===== src/rtl/fhd_pkg.sv =====
`timescale 1ns/100ps
package fhd_pkg;
  localparam int unsigned BYTE_W = 8;

  typedef enum logic {
    HDR_LONG  = 1'b0,
    HDR_SHORT = 1'b1
  } hdr_len_e;

  // Tail of the A1 run followed by the head of the A2 run.
  localparam logic [31:0] SDH_DEFAULT_HDR = 32'hF6F6_2828;
endpackage


===== src/rtl/fhd_rst_sync.sv =====
`timescale 1ns/100ps
module fhd_rst_sync #(
  parameter int unsigned STAGES = 2
) (
  input  logic clk,
  input  logic rst_n,
  output logic rst_sync_n
);
  logic [STAGES-1:0] sync_q;
  logic [STAGES-1:0] sync_d;

  always_comb begin
    sync_d = {sync_q[STAGES-2:0], 1'b1};
  end

  always_ff @(posedge clk or negedge rst_n) begin
    if (!rst_n) begin
      sync_q <= '0;
    end else begin
      sync_q <= sync_d;
    end
  end

  assign rst_sync_n = sync_q[STAGES-1];
endmodule


===== src/rtl/fhd_hdr_regs.sv =====
`timescale 1ns/100ps
module fhd_hdr_regs #(
  parameter int unsigned HDR_W   = 32,
  parameter int unsigned BYTE_W  = 8,
  parameter int unsigned IDX_W   = 2,
  parameter logic [HDR_W-1:0] DEF_PAT = '0
) (
  input  logic              clk,
  input  logic              rst_n,
  input  logic              pat_we,
  input  logic              msk_we,
  input  logic [IDX_W-1:0]  wr_idx,
  input  logic [BYTE_W-1:0] wr_data,
  output logic [HDR_W-1:0]  pat_o,
  output logic [HDR_W-1:0]  msk_o
);
  localparam int unsigned N_LANES = HDR_W / BYTE_W;

  for (genvar g = 0; g < N_LANES; g++) begin : g_lane
    logic              sel;
    logic              pat_en;
    logic              msk_en;
    logic [BYTE_W-1:0] pat_d;
    logic [BYTE_W-1:0] msk_d;
    logic [BYTE_W-1:0] pat_q;
    logic [BYTE_W-1:0] msk_q;

    always_comb begin
      sel    = (wr_idx == IDX_W'(g));
      pat_en = pat_we & sel;
      msk_en = msk_we & sel;
      pat_d  = wr_data;
      msk_d  = wr_data;
    end

    always_ff @(posedge clk or negedge rst_n) begin
      if (!rst_n) begin
        pat_q <= DEF_PAT[g*BYTE_W +: BYTE_W];
      end else if (pat_en) begin
        pat_q <= pat_d;
      end
    end

    always_ff @(posedge clk or negedge rst_n) begin
      if (!rst_n) begin
        msk_q <= '0;
      end else if (msk_en) begin
        msk_q <= msk_d;
      end
    end

    assign pat_o[g*BYTE_W +: BYTE_W] = pat_q;
    assign msk_o[g*BYTE_W +: BYTE_W] = msk_q;
  end
endmodule


===== src/rtl/fhd_history.sv =====
`timescale 1ns/100ps
module fhd_history #(
  parameter int unsigned HDR_W = 32,
  parameter int unsigned CNT_W = 6
) (
  input  logic             clk,
  input  logic             rst_n,
  input  logic             bit_en,
  input  logic             bit_in,
  output logic [HDR_W-1:0] hist_o,
  output logic [CNT_W-1:0] fill_o,
  output logic             fresh_o
);
  logic [HDR_W-1:0] hist_q;
  logic [HDR_W-1:0] hist_d;
  logic [CNT_W-1:0] fill_q;
  logic [CNT_W-1:0] fill_d;
  logic             fill_full;
  logic             fresh_q;

  always_comb begin
    hist_d    = {hist_q[HDR_W-2:0], bit_in};
    fill_full = (fill_q == CNT_W'(HDR_W));
    fill_d    = fill_full ? fill_q : fill_q + CNT_W'(1);
  end

  always_ff @(posedge clk or negedge rst_n) begin
    if (!rst_n) begin
      hist_q <= '0;
      fill_q <= '0;
    end else if (bit_en) begin
      hist_q <= hist_d;
      fill_q <= fill_d;
    end
  end

  always_ff @(posedge clk or negedge rst_n) begin
    if (!rst_n) begin
      fresh_q <= 1'b0;
    end else begin
      fresh_q <= bit_en;
    end
  end

  assign hist_o  = hist_q;
  assign fill_o  = fill_q;
  assign fresh_o = fresh_q;
endmodule


===== src/rtl/fhd_compare.sv =====
`timescale 1ns/100ps
module fhd_compare
  import fhd_pkg::*;
#(
  parameter int unsigned HDR_W   = 32,
  parameter int unsigned SHORT_W = 10,
  parameter int unsigned CNT_W   = 6
) (
  input  logic [HDR_W-1:0] hist,
  input  logic [HDR_W-1:0] pat,
  input  logic [HDR_W-1:0] msk,
  input  logic [CNT_W-1:0] fill,
  input  logic             short_mode,
  output logic             hit
);
  logic [HDR_W-1:0] agree;
  logic             long_ok;
  logic             short_ok;
  hdr_len_e         len_sel;

  for (genvar g = 0; g < HDR_W; g++) begin : g_bit
    assign agree[g] = msk[g] | ~(hist[g] ^ pat[g]);
  end

  always_comb begin
    len_sel  = hdr_len_e'(short_mode);
    long_ok  = (&agree) & (fill >= CNT_W'(HDR_W));
    short_ok = (&agree[SHORT_W-1:0]) & (fill >= CNT_W'(SHORT_W));
    hit      = (len_sel == HDR_SHORT) ? short_ok : long_ok;
  end
endmodule


===== src/rtl/frame_hdr_detect.sv =====
`timescale 1ns/100ps
module frame_hdr_detect
  import fhd_pkg::*;
#(
  parameter int unsigned HDR_W   = 32,
  parameter int unsigned SHORT_W = 10,
  parameter logic [HDR_W-1:0] DEF_PAT = SDH_DEFAULT_HDR,
  localparam int unsigned N_LANES = HDR_W / BYTE_W,
  localparam int unsigned IDX_W   = (N_LANES > 1) ? $clog2(N_LANES) : 1,
  localparam int unsigned CNT_W   = $clog2(HDR_W + 1)
) (
  input  logic              clk,
  input  logic              rst_n,
  input  logic              bit_en,
  input  logic              bit_in,
  input  logic              short_mode,
  input  logic              pat_we,
  input  logic              msk_we,
  input  logic [IDX_W-1:0]  wr_idx,
  input  logic [BYTE_W-1:0] wr_data,
  output logic              match_o
);
  logic             rst_sync_n;
  logic [HDR_W-1:0] pat_q;
  logic [HDR_W-1:0] msk_q;
  logic [HDR_W-1:0] hist;
  logic [CNT_W-1:0] fill;
  logic             fresh;
  logic             hit;
  logic             match_d;
  logic             match_q;

  fhd_rst_sync #(.STAGES(2)) u_rst (
    .clk        (clk),
    .rst_n      (rst_n),
    .rst_sync_n (rst_sync_n)
  );

  fhd_hdr_regs #(
    .HDR_W   (HDR_W),
    .BYTE_W  (BYTE_W),
    .IDX_W   (IDX_W),
    .DEF_PAT (DEF_PAT)
  ) u_regs (
    .clk     (clk),
    .rst_n   (rst_sync_n),
    .pat_we  (pat_we),
    .msk_we  (msk_we),
    .wr_idx  (wr_idx),
    .wr_data (wr_data),
    .pat_o   (pat_q),
    .msk_o   (msk_q)
  );

  fhd_history #(
    .HDR_W (HDR_W),
    .CNT_W (CNT_W)
  ) u_hist (
    .clk     (clk),
    .rst_n   (rst_sync_n),
    .bit_en  (bit_en),
    .bit_in  (bit_in),
    .hist_o  (hist),
    .fill_o  (fill),
    .fresh_o (fresh)
  );

  fhd_compare #(
    .HDR_W   (HDR_W),
    .SHORT_W (SHORT_W),
    .CNT_W   (CNT_W)
  ) u_cmp (
    .hist       (hist),
    .pat        (pat_q),
    .msk        (msk_q),
    .fill       (fill),
    .short_mode (short_mode),
    .hit        (hit)
  );

  always_comb begin
    match_d = fresh & hit;
  end

  always_ff @(posedge clk or negedge rst_sync_n) begin
    if (!rst_sync_n) begin
      match_q <= 1'b0;
    end else begin
      match_q <= match_d;
    end
  end

  assign match_o = match_q;
endmodule


===== config.mk =====
export PLATFORM = sky130hd
export DESIGN_NAME = frame_hdr_detect
export DESIGN_NICKNAME = d
export VERILOG_FILES = /design/src/rtl/fhd_pkg.sv /design/src/rtl/fhd_rst_sync.sv /design/src/rtl/fhd_hdr_regs.sv /design/src/rtl/fhd_history.sv /design/src/rtl/fhd_compare.sv /design/src/rtl/frame_hdr_detect.sv
export SDC_FILE = /design/constraint.sdc
export NUM_CORES = 1
export LEC_CHECK = 0
export BUFFER_PORTS_ARGS = -buffer_cell sky130_fd_sc_hd__buf_2
export CAP_MARGIN = 20
export CORE_UTILIZATION = 60
export DETAILED_ROUTE_END_ITERATION = 10
export GPL_TIMING_DRIVEN = 0
export PLACE_DENSITY_LB_ADDON = 0.2
export RECOVER_POWER = 25
export SYNTH_ARGS = -nofsm -noshare
export SYNTH_HDL_FRONTEND = slang
export SYNTH_SLANG_ARGS = --single-unit

===== constraint.sdc =====
create_clock -name clk -period 3.49 [get_ports clk]
set_input_delay 0.698 -clock clk [delete_from_list [all_inputs] [get_ports clk]]
set_output_delay 0.698 -clock clk [all_outputs]
set_load 0.01 [all_outputs]

==> results of run 1 <==
-- path summary, 6_finish.rpt --
path                                              start                                    end  slack (ns)
max                                           wr_idx[1]  u_regs.g_lane[0].pat_q[6]$_DFFE_PN0P_        1.83
min                                               rst_n              u_rst.sync_q[1]$_DFF_PN0_        0.09
max reg2reg                u_hist.fill_o[1]$_DFFE_PN0P_           u_hist.fill_o[2]$_DFFE_PN0P_        1.86
min reg2reg                   u_rst.sync_q[1]$_DFF_PN0_  u_regs.g_lane[1].msk_q[3]$_DFFE_PN0P_        0.35
max in group asynchronous     u_rst.sync_q[1]$_DFF_PN0_  u_regs.g_lane[2].pat_q[7]$_DFFE_PN1P_        2.84
min in group clk              u_rst.sync_q[0]$_DFF_PN0_              u_rst.sync_q[1]$_DFF_PN0_        0.38
-- worst register-to-register path: cells and delay by family (launching register included) --
kind | cells | cell delay, ns
buffers and inverters | 1 | 0.08
and+or+nand+nor | 2 | 0.64
DFF | 1 | 0.46
xor gates and xnor gates | 1 | 0.11
AOI/OAI and AO/OA | 1 | 0.27
-- kinds of logic (layout without fill, tap and decap cells) --
group,after synthesis,in the layout,synth area share (%)
compound gates,20,20,2.91
simple gates,28,28,3.53
xor+xnor,36,36,7.12
mux,97,97,24.6
fa+ha+maj,2,2,0.565
flops,106,106,60.4
other cells,1,1,0.0847
buf+inv,8,41,0.763
-- synth_stat cells, drive strengths merged --
cell type	instances
mux2	96
dfrtp	90
xnor2	35
dfstp	16
o22ai	14
nor2	7
nand2	6
buf	4
nand3	4
nor4	4
clkbuf	2
ha	2
inv	2
nand4	2
nor2b	2
nor3b	2
o21ai	2
o31ai	2
a21oi	1
a31oi	1
conb	1
mux2i	1
or4b	1
xor2	1
-- cells in the final DEF (no fill, tap or decap), types with 4 or more instances in the layout --
| cell | Yosys | routed |
|---|---|---|
| buf_2 | 3 | 16 |
| clkbuf_1 | 2 | 6 |
| clkbuf_8 | 0 | 10 |
| dfrtp_1 | 90 | 89 |
| dfstp_2 | 16 | 16 |
| mux2_2 | 96 | 96 |
| nand2_1 | 5 | 5 |
| nand3_1 | 4 | 4 |
| nor2_1 | 7 | 7 |
| nor4_1 | 4 | 4 |
| o22ai_1 | 14 | 14 |
| xnor2_1 | 35 | 35 |
-- metrics by stage --
step                std cells  util, %  worst slack, ns  TNS [ns]
global placement          409     66.6           -0.693    -60.48
detailed placement        411     67.4             1.44         0
finish                    427     70.6             1.83         0
CTS                       427     70.6             1.82         0
floorplan                 298        -            0.346         0
global route              427     70.6             1.75         0
-- where the power goes --
part           switching [µW]  total [µW]  internal, µW
registers                 263        1830          1570
clock network             394         820           426
logic                     293         752           459
total                     950        3410          2460
-- per-layer routing --
metal / up-vias / GRT usage, % / share of wire [%]
met3: 6 / 6.03 / 2.9
li1: 1124 / - / -
met1: 1252 / 31.3 / 47
met5: - / 0 / 0
met2: 22 / 37.7 / 49
met4: 0 / 7.15 / 1.0
-- sequential cells by signal (all words and copies together) (netlist names) --
name and count:
u_hist.fill_o 6, u_regs.g_lane.msk_q 32, match_o 1, u_hist.fresh_o 1
u_hist.hist_o 32, u_regs.g_lane.pat_q 32, u_rst.sync_q 2
-- layout make-up --
type	count	area share [%]
Clock buffer	12	2.96
Timing Repair Buffer	17	2.60
Inverter	2	0.153
Buffer	6	0.536
Multi-Input combinational cell	184	35.1
Clock inverter	4	1.56
Tap cell	96	2.45
Sequential cell	106	54.6
==> flow_summary.ini, run 1 <==
[setup_path]
path_depth = 3
slowest_delay_ns = 0.64
crit_required_ns = 3.74
worstSetupPathType = in2reg
endpoint_kind = register
path_cells = clkbuf_1 -> nor3b_2 -> mux2_2
start_kind = primary input
crit_family = simple AND/OR/NAND/NOR gates
arrival_ns = 1.91
slowest_stage = nor3b_2
worst-path-buf-inv = 1
cp_max_fo = 8
r2r_cells = 5

[yosys]
synth-seq-area-share_pct = 60.4
synth_nets = 317
synth_seq_cells = 106
syn_area_um2 = 4430
yosys-top-cells-area = dfrtp_1, mux2_2, dfstp_2
ys_warn_count = 0
syn_inst = 298
synth.largest_area_cell = dfrtp_1
synth_top_area_share_pct = 50.9
yosysUniqueCellTypes = 28
avgSynthCellArea_um2 = 14.9

[min_path]
hp-class = in2async

[sta]
final.min_clock_period_ns = 1.66
finalHoldWorstSlack_ns = 0.0940
post-route-period-util_pct = 47.5
slew_violations = 0
tightest_slew_ns = 0.710
hold_violations = 0
fin_worst_skew_ns = 0.00814
rsz0062_at_grt = false
finalSetupViolCount = 0
fmax_mhz = 603
slew_headroom_pct = 52.5

[cts]
htree_levels = 3
insertion_delay_ns = 0.37
hold_buffers = 0
cts_resized = 0
ctsLongestPathBuffers = 2
cts_root_buffer = clkbuf_8
postCtsSetupRepairBufs = 0
cts_num_sinks = 106
path_clk_slew_ns = 0.09
cts_tree = yes
numCtsBuffers = 9

[cells_and_area]
multiInputGateArea_um2 = 1720
nFillCells = 494
seq_area_um2 = 2680
final_area_um2 = 4900
drive_above_1_share_pct = 45.3
n_antenna_cell = 0
final_nets = 345
area_growth_pct = 10.7

[global_route]
antenna_found_initial = 0
globalRouteOverflowTotal = 0
grt_pass1_vias = 2461
grt_use_total_pct = 23.3
grt_max_degree = 53
grt_pass1_wl_um = 12700

[floorplan]
rows = 30
initial_core_util_pct = 63.7
die_h_um = 87.9
die_w_um = 87.9
die_area_um2 = 7730
pin_count = 18
fp.coreArea_um2 = 6940

[route]
drtIter0Drc = 94
via_count = 2404
drc = 0
post_drt_wl_per_cell_um = 18.7
postRouteAntennaNets = 0
drt-pass1-iter-count = 4
viasPerCell = 5.63
routed_wl_um = 7990

[flow_run]
cap_violations = 0

[power_and_ir_drop]
peakVddDrop_v = 0.000472
power.density_nw_per_um2 = 695
finalPower_uw = 3410
p_leak_uw = 0.00204

[place]
dp_hpwl_um = 5530
place_congestion = 0.753
dpl_cell_area_um2 = 4680
port-buffer-count = 15

[outcome]
status = finished clean
(Power assumes the default switching activity.)
==> inputs of run 2 (changes only) <==
==> constraint.sdc (replaced) <==
create_clock -name clk -period 1.6 [get_ports clk]
set_input_delay 0.32 -clock clk [delete_from_list [all_inputs] [get_ports clk]]
set_output_delay 0.32 -clock clk [all_outputs]
set_load 0.01 [all_outputs]
==> run 2 against run 1 <==
Net effect:
- global-route usage rose by 0.31 points
- sequential share of layout area rose by 0.13 points
- worst setup slack got worse by 1.8 ns
- largest cell class unchanged
- wire length rose by 0.20%
- non-clock buffer count rose by 1
- power rose by 110%
- clock-buffer cell count fell by 2
- critical endpoint is now u_hist.fill_o[2]$_DFFE_PN0P_
- clock skew rose by 0.0043 ns
- via count rose by 0.58%
==> flow_summary.ini, run 2 (synthesis results as in run 1) <==
[route]
via_count = 2418
viasPerCell = 5.65
drtIter0Drc = 56
wl_met1_um = 3700
drc = 0
dr.max_layer_used = met4
drt-pass1-iter-count = 4
met2WireLength_um = 4000
dr_wl_met3_um = 168
postRouteAntennaNets = 0
routed_wl_um = 8010
post_drt_wl_per_cell_um = 18.7

[power_and_ir_drop]
switching_share_pct = 30.1
comb_power_share_pct = 22.8
p_switching_uw = 2200
p_clk_share_pct = 21.8
power.density_nw_per_um2 = 1490
p_leak_uw = 0.00203
p_int_uw = 5100
finalPower_uw = 7290
pwr-share-seq_pct = 55.4
peakVddDrop_v = 0.000841

[cells_and_area]
seq_area_um2 = 2680
final_nets = 346
layout_commonest_cell = mux2_2
multiInputGateArea_um2 = 1750
n_antenna_cell = 0
area_growth_pct = 10.4
drive_above_1_share_pct = 47.6
layout_common_cells = mux2_2, dfrtp_1, xnor2_1
nFillCells = 494

[setup_path]
worstSetupPathType = reg2reg
crit_required_ns = 1.89
cp_max_fo = 5
arrival_ns = 1.86
reg2reg_from = u_hist.fill_o[1]$_DFFE_PN0P_
start_kind = register
rrSetupSlack_ns = 0.03
reg2reg_to = u_hist.fill_o[2]$_DFFE_PN0P_
endpoint_kind = register
r2r_cells = 5

[sta]
fin_worst_skew_ns = 0.0124
fmax_mhz = 638
rsz0062_at_grt = true
worst_slack_ns = 0.0323
finalSetupViolCount = 0
final.min_clock_period_ns = 1.57
slew_headroom_pct = 32.2
post-route-period-util_pct = 98.0
tightest_slew_ns = 1.02
hold_violations = 0
slew_violations = 0

[global_route]
grt_max_degree = 59
grt_pass1_vias = 2558
antenna_found_initial = 0
grt_pass1_wl_um = 12900
grt_use_total_pct = 23.7
globalRouteOverflowTotal = 0

[floorplan]
die_h_um = 87.9
rows = 30
initial_core_util_pct = 63.7
fp.coreArea_um2 = 6940
die_w_um = 87.9
die_area_um2 = 7730
pin_count = 18

[cts]
insertion_delay_ns = 0.37
ctsLongestPathBuffers = 2
numCtsBuffers = 9
htree_levels = 3
cts_tree = yes
cts_root_buffer = clkbuf_8
cts_num_sinks = 106
path_clk_slew_ns = 0.10

[place]
pre_cts_slack_ns = -0.0648
place_congestion = 0.746
port-buffer-count = 15
dp_hpwl_um = 5600

[outcome]
status = finished clean

[min_path]
min_to = u_hist.fresh_o$_DFF_PN0_
hp-class = in2reg
hp-start = bit_en
hold_depth = 1

[flow_run]
cap_violations = 0
==> run 2: power groups by stage <==
stage	registers, µW	clock network [µW]	logic, µW
finish	4040	1590	1660
global route	4140	1750	1810
CTS	4050	1640	1630
detailed placement	4090	0	1610
global placement	4070	0	1520
floorplan	3920	0	1300
==> run 2: area by class of cell <==
class / count / area share [%]
clock inverter: 6 / 1.15
timing repair buffer: 18 / 2.43
buffer: 6 / 0.537
inverter: 2 / 0.154
tap: 96 / 2.46
sequential: 106 / 54.7
multi-input combinational: 184 / 35.7
clock buffer: 10 / 2.82
==> run 2: routing by layer <==
| metal | global-route usage (%) | vias to the layer above |
|---|---|---|
| li1 | - | 1116 |
| met1 | 31.1 | 1265 |
| met2 | 38.5 | 26 |
| met3 | 6.60 | 11 |
| met4 | 7.45 | 0 |
| met5 | 0 | - |
==> run 2: critical path, stage by stage (launching register included) <==
cell	delay (ns)
dfrtp_2	0.45
or4b_4	0.56
o31ai_4	0.22
inv_2	0.08
nand2_2	0.07
xnor2_1	0.11
==> run 2: worst max path at each step <==
stage	start	to	slack, ns	depth (start not counted)
2_1_floorplan	u_hist.fill_o[1]$_DFFE_PN0P_	u_hist.fill_o[2]$_DFFE_PN0P_	0.12	5
3_3_place_gp	wr_idx[1]	u_regs.g_lane[0].pat_q[2]$_DFFE_PN0P_	-0.06	3
3_5_place_dp	wr_idx[1]	u_regs.g_lane[0].pat_q[2]$_DFFE_PN0P_	-0.06	3
4_1_cts	u_regs.g_lane[1].pat_q[3]$_DFFE_PN1P_	match_o$_DFF_PN0_	0.0004	5
5_1_grt	u_hist.fill_o[1]$_DFFE_PN0P_	u_hist.fill_o[2]$_DFFE_PN0P_	-0.006	5
6_report	u_hist.fill_o[1]$_DFFE_PN0P_	u_hist.fill_o[2]$_DFFE_PN0P_	0.03	5
==> run 2: repair_timing <==
item                                    in CTS  in global routing
resized for setup                            2                  4
setup buffers                                0                  1
hold endpoints to repair                     2                  0
endpoints found under the setup margin       2                  3
hold buffers                                 1                  0
==> run 2: per-stage QoR <==
step                      hold WS, ns  area [µm²]  std cells  util [%]  TNS (ns)
after floorplan                0.0244        4430        298         -         0
after global placement          0.104        4630        409      66.6    -0.461
after detailed placement        0.109        4650        410      67.0    -0.356
after CTS                      0.0572        4870        427      70.1         0
after global routing           0.0469        4890        428      70.4  -0.00626
final                          0.0777        4890        428      70.4         0
==> inputs of run 3 (changes only) <==
--- a/config.mk
+++ b/config.mk
@@ -5,6 +5,7 @@
 export SDC_FILE = /design/constraint.sdc
 export NUM_CORES = 1
 export LEC_CHECK = 0
+export ABC_AREA = 1
 export BUFFER_PORTS_ARGS = -buffer_cell sky130_fd_sc_hd__buf_2
 export CAP_MARGIN = 20
 export CORE_UTILIZATION = 60
==> run 3 against run 2 <==
Net effect:
- via count increased by 47%
- synthesized cell count increased by 79%
- cell count rose by 56%
- critical endpoint is now u_hist.hist_o[28]$_DFFE_PN0P_
==> flow_summary.ini, run 3 <==
[outcome]
status = finished clean

[cts]
ctsLongestPathBuffers = 2
cts_num_sinks = 106
htree_levels = 3
postCtsSetupRepairBufs = 0
path_clk_slew_ns = 0.10
cts_resized = 0
numCtsBuffers = 9
cts_root_buffer = clkbuf_8
cts_tree = yes
insertion_delay_ns = 0.37

[cells_and_area]
n_antenna_cell = 0
layout_common_cells = nand2_1, o21ai_0, dfrtp_1
final_nets = 582
layout_commonest_cell = nand2_1
layout.cells.non_filler = 667
drive_above_1_share_pct = 9.86
final_area_um2 = 5020
area_growth_pct = 9.90

[global_route]
grt_max_degree = 74
grt_pass1_vias = 3397
globalRouteOverflowTotal = 0
grt_pass1_wl_um = 16500
antenna_found_initial = 0
grt_use_total_pct = 28.8

[sta]
slew_violations = 0
fmax_mhz = 716
post-route-period-util_pct = 87.2
slew_headroom_pct = 52.2
tightest_slew_ns = 0.717
finalSetupViolCount = 0
hold_violations = 0
final.setup.tns_ns = 0
fin_worst_skew_ns = 0.0140
rsz0062_at_grt = false
finalHoldWorstSlack_ns = 0.153
final.min_clock_period_ns = 1.40

[yosys]
synth.largest_area_cell = dfrtp_1
yosys-top-cells-area = dfrtp_1, nand2_1, o21ai_0
synth_edf_count = 0
synthFlopType = dfrtp_1
syn_inst = 533
synth_common_cells = nand2_1, o21ai_0, dfrtp_1, inv_1, nor2_1
avgSynthCellArea_um2 = 8.56
yosysUniqueCellTypes = 22
synth_seq_cells = 106
ys_async_sr_fraction_pct = 100
synth-seq-area-share_pct = 58.6
ys_warn_count = 0
syn_area_um2 = 4560
synth_top_area_share_pct = 49.3
yosysMostFrequentCell = nand2_1
synth_nets = 552

[route]
viasPerCell = 5.33
postRouteAntennaNets = 0
post_drt_wl_per_cell_um = 14.9
routed_wl_um = 9950
drc = 0
drtIter0Drc = 344
via_count = 3557
drt-pass1-iter-count = 5

[floorplan]
initial_core_util_pct = 62.6
fp.coreArea_um2 = 7290
die_area_um2 = 7960
die_h_um = 89.2
pin_count = 18
rows = 31
die_w_um = 89.2

[setup_path]
crit_family = buffers and inverters
slowest_delay_ns = 0.48
arrival_ns = 1.68
path_cells = clkbuf_1 -> clkbuf_1 -> clkbuf_1 -> nand2_1 -> o21ai_0
worstSetupPathType = in2reg
endpoint_kind = register
slowest_stage = clkbuf_1
worst-path-buf-inv = 3
rrSetupSlack_ns = 0.25
crit_required_ns = 1.88
cp_max_fo = 10
crit_top_cell = clkbuf_1
start_kind = primary input

[power_and_ir_drop]
p_switching_uw = 1890
power.density_nw_per_um2 = 1270
peakVddDrop_v = 0.000695
comb_power_share_pct = 17.1
p_leak_uw = 0.00244
switching_share_pct = 29.6
p_int_uw = 4490
pwr-share-seq_pct = 55.3
p_clk_share_pct = 27.6

[min_path]
hp-class = in2reg

[place]
dpl_cell_area_um2 = 4800
place_congestion = 0.803
placedCellCount = 650
dp_hpwl_um = 6810
port-buffer-count = 17

[flow_run]
cap_violations = 0
[run 3: changes by cell type in the layout (fill, tap and decap cells not counted), sizes merged, moves of 14 or more]
cell and delta:
mux2 -96, nand2 +148, o21ai +94, inv +60, xnor2 -31, nor2 +28, a21oi +17, o22ai -14
[run 3: cells by family (layout without fill, tap and decap cells)]
logic type | count (synthesis) | in the layout | synth area share, %
AND/OR/NAND/NOR | 221 | 221 | 19.7
XOR/XNOR | 7 | 7 | 1.34
adder cells (fa/ha/maj) | 2 | 2 | 0.548
AO/OA/AOI/OAI | 115 | 115 | 12.7
flip-flops | 106 | 106 | 58.6
buffers and inverters | 81 | 116 | 7.02
other | 1 | 1 | 0.0822
[run 3: power by group through the flow]
stage	combinational, µW	clock, µW	sequential (µW)
after CTS	1100	1780	3520
after global routing	1270	1900	3590
after detailed placement	1100	0	3570
after floorplan	808	0	3490
final	1090	1760	3530
after global placement	998	0	3580
[run 3: area by class of cell]
class | count | area (µm²)
tap | 99 | 124
clock buffer | 11 | 131
fill | 644 | 2280
timing repair buffer | 19 | 120
sequential | 106 | 2670
buffer | 15 | 66.3
multi-input combinational | 346 | 1570
inverter | 66 | 248
clock inverter | 5 | 81.3
[run 3: metrics by stage]
stage	util (%)	setup slack [ns]	power, µW
CTS	68.9	0.240	6400
detailed placement	65.9	0.226	4660
global placement	65.5	0.115	4580
finish	68.8	0.204	6370
floorplan	-	0.456	4300
global route	68.8	0.133	6760
[run 3: worst paths after layout]
check,from,endpoint,cells past startpoint
worst max-delay path,bit_en,u_hist.hist_o[28]$_DFFE_PN0P_,5
worst min-delay path,bit_en,u_hist.fresh_o$_DFF_PN0_,1
worst max register to register,u_hist.fill_o[0]$_DFFE_PN0P_,u_hist.fill_o[0]$_DFFE_PN0P_,6
worst min register to register,u_rst.sync_q[1]$_DFF_PN0_,u_hist.hist_o[2]$_DFFE_PN0P_,0
max in group asynchronous,u_rst.sync_q[1]$_DFF_PN0_,u_regs.g_lane[2].pat_q[4]$_DFFE_PN1P_,1
min in group asynchronous,rst_n,u_rst.sync_q[1]$_DFF_PN0_,2
[run 3: timing repair]
| action | CTS | global route |
|---|---|---|
| hold buffers | 1 | 0 |
| hold endpoints to repair | 2 | 0 |
| endpoints found under the setup margin | 0 | 0 |
[run 3: metal layers]
metal	GRT usage, %	vias up	share of wire (%)
met5	0	-	0
met4	9.09	0	1.5
met3	4.71	12	3.8
met2	48.0	86	50
met1	39.3	1711	45
li1	-	1748	-
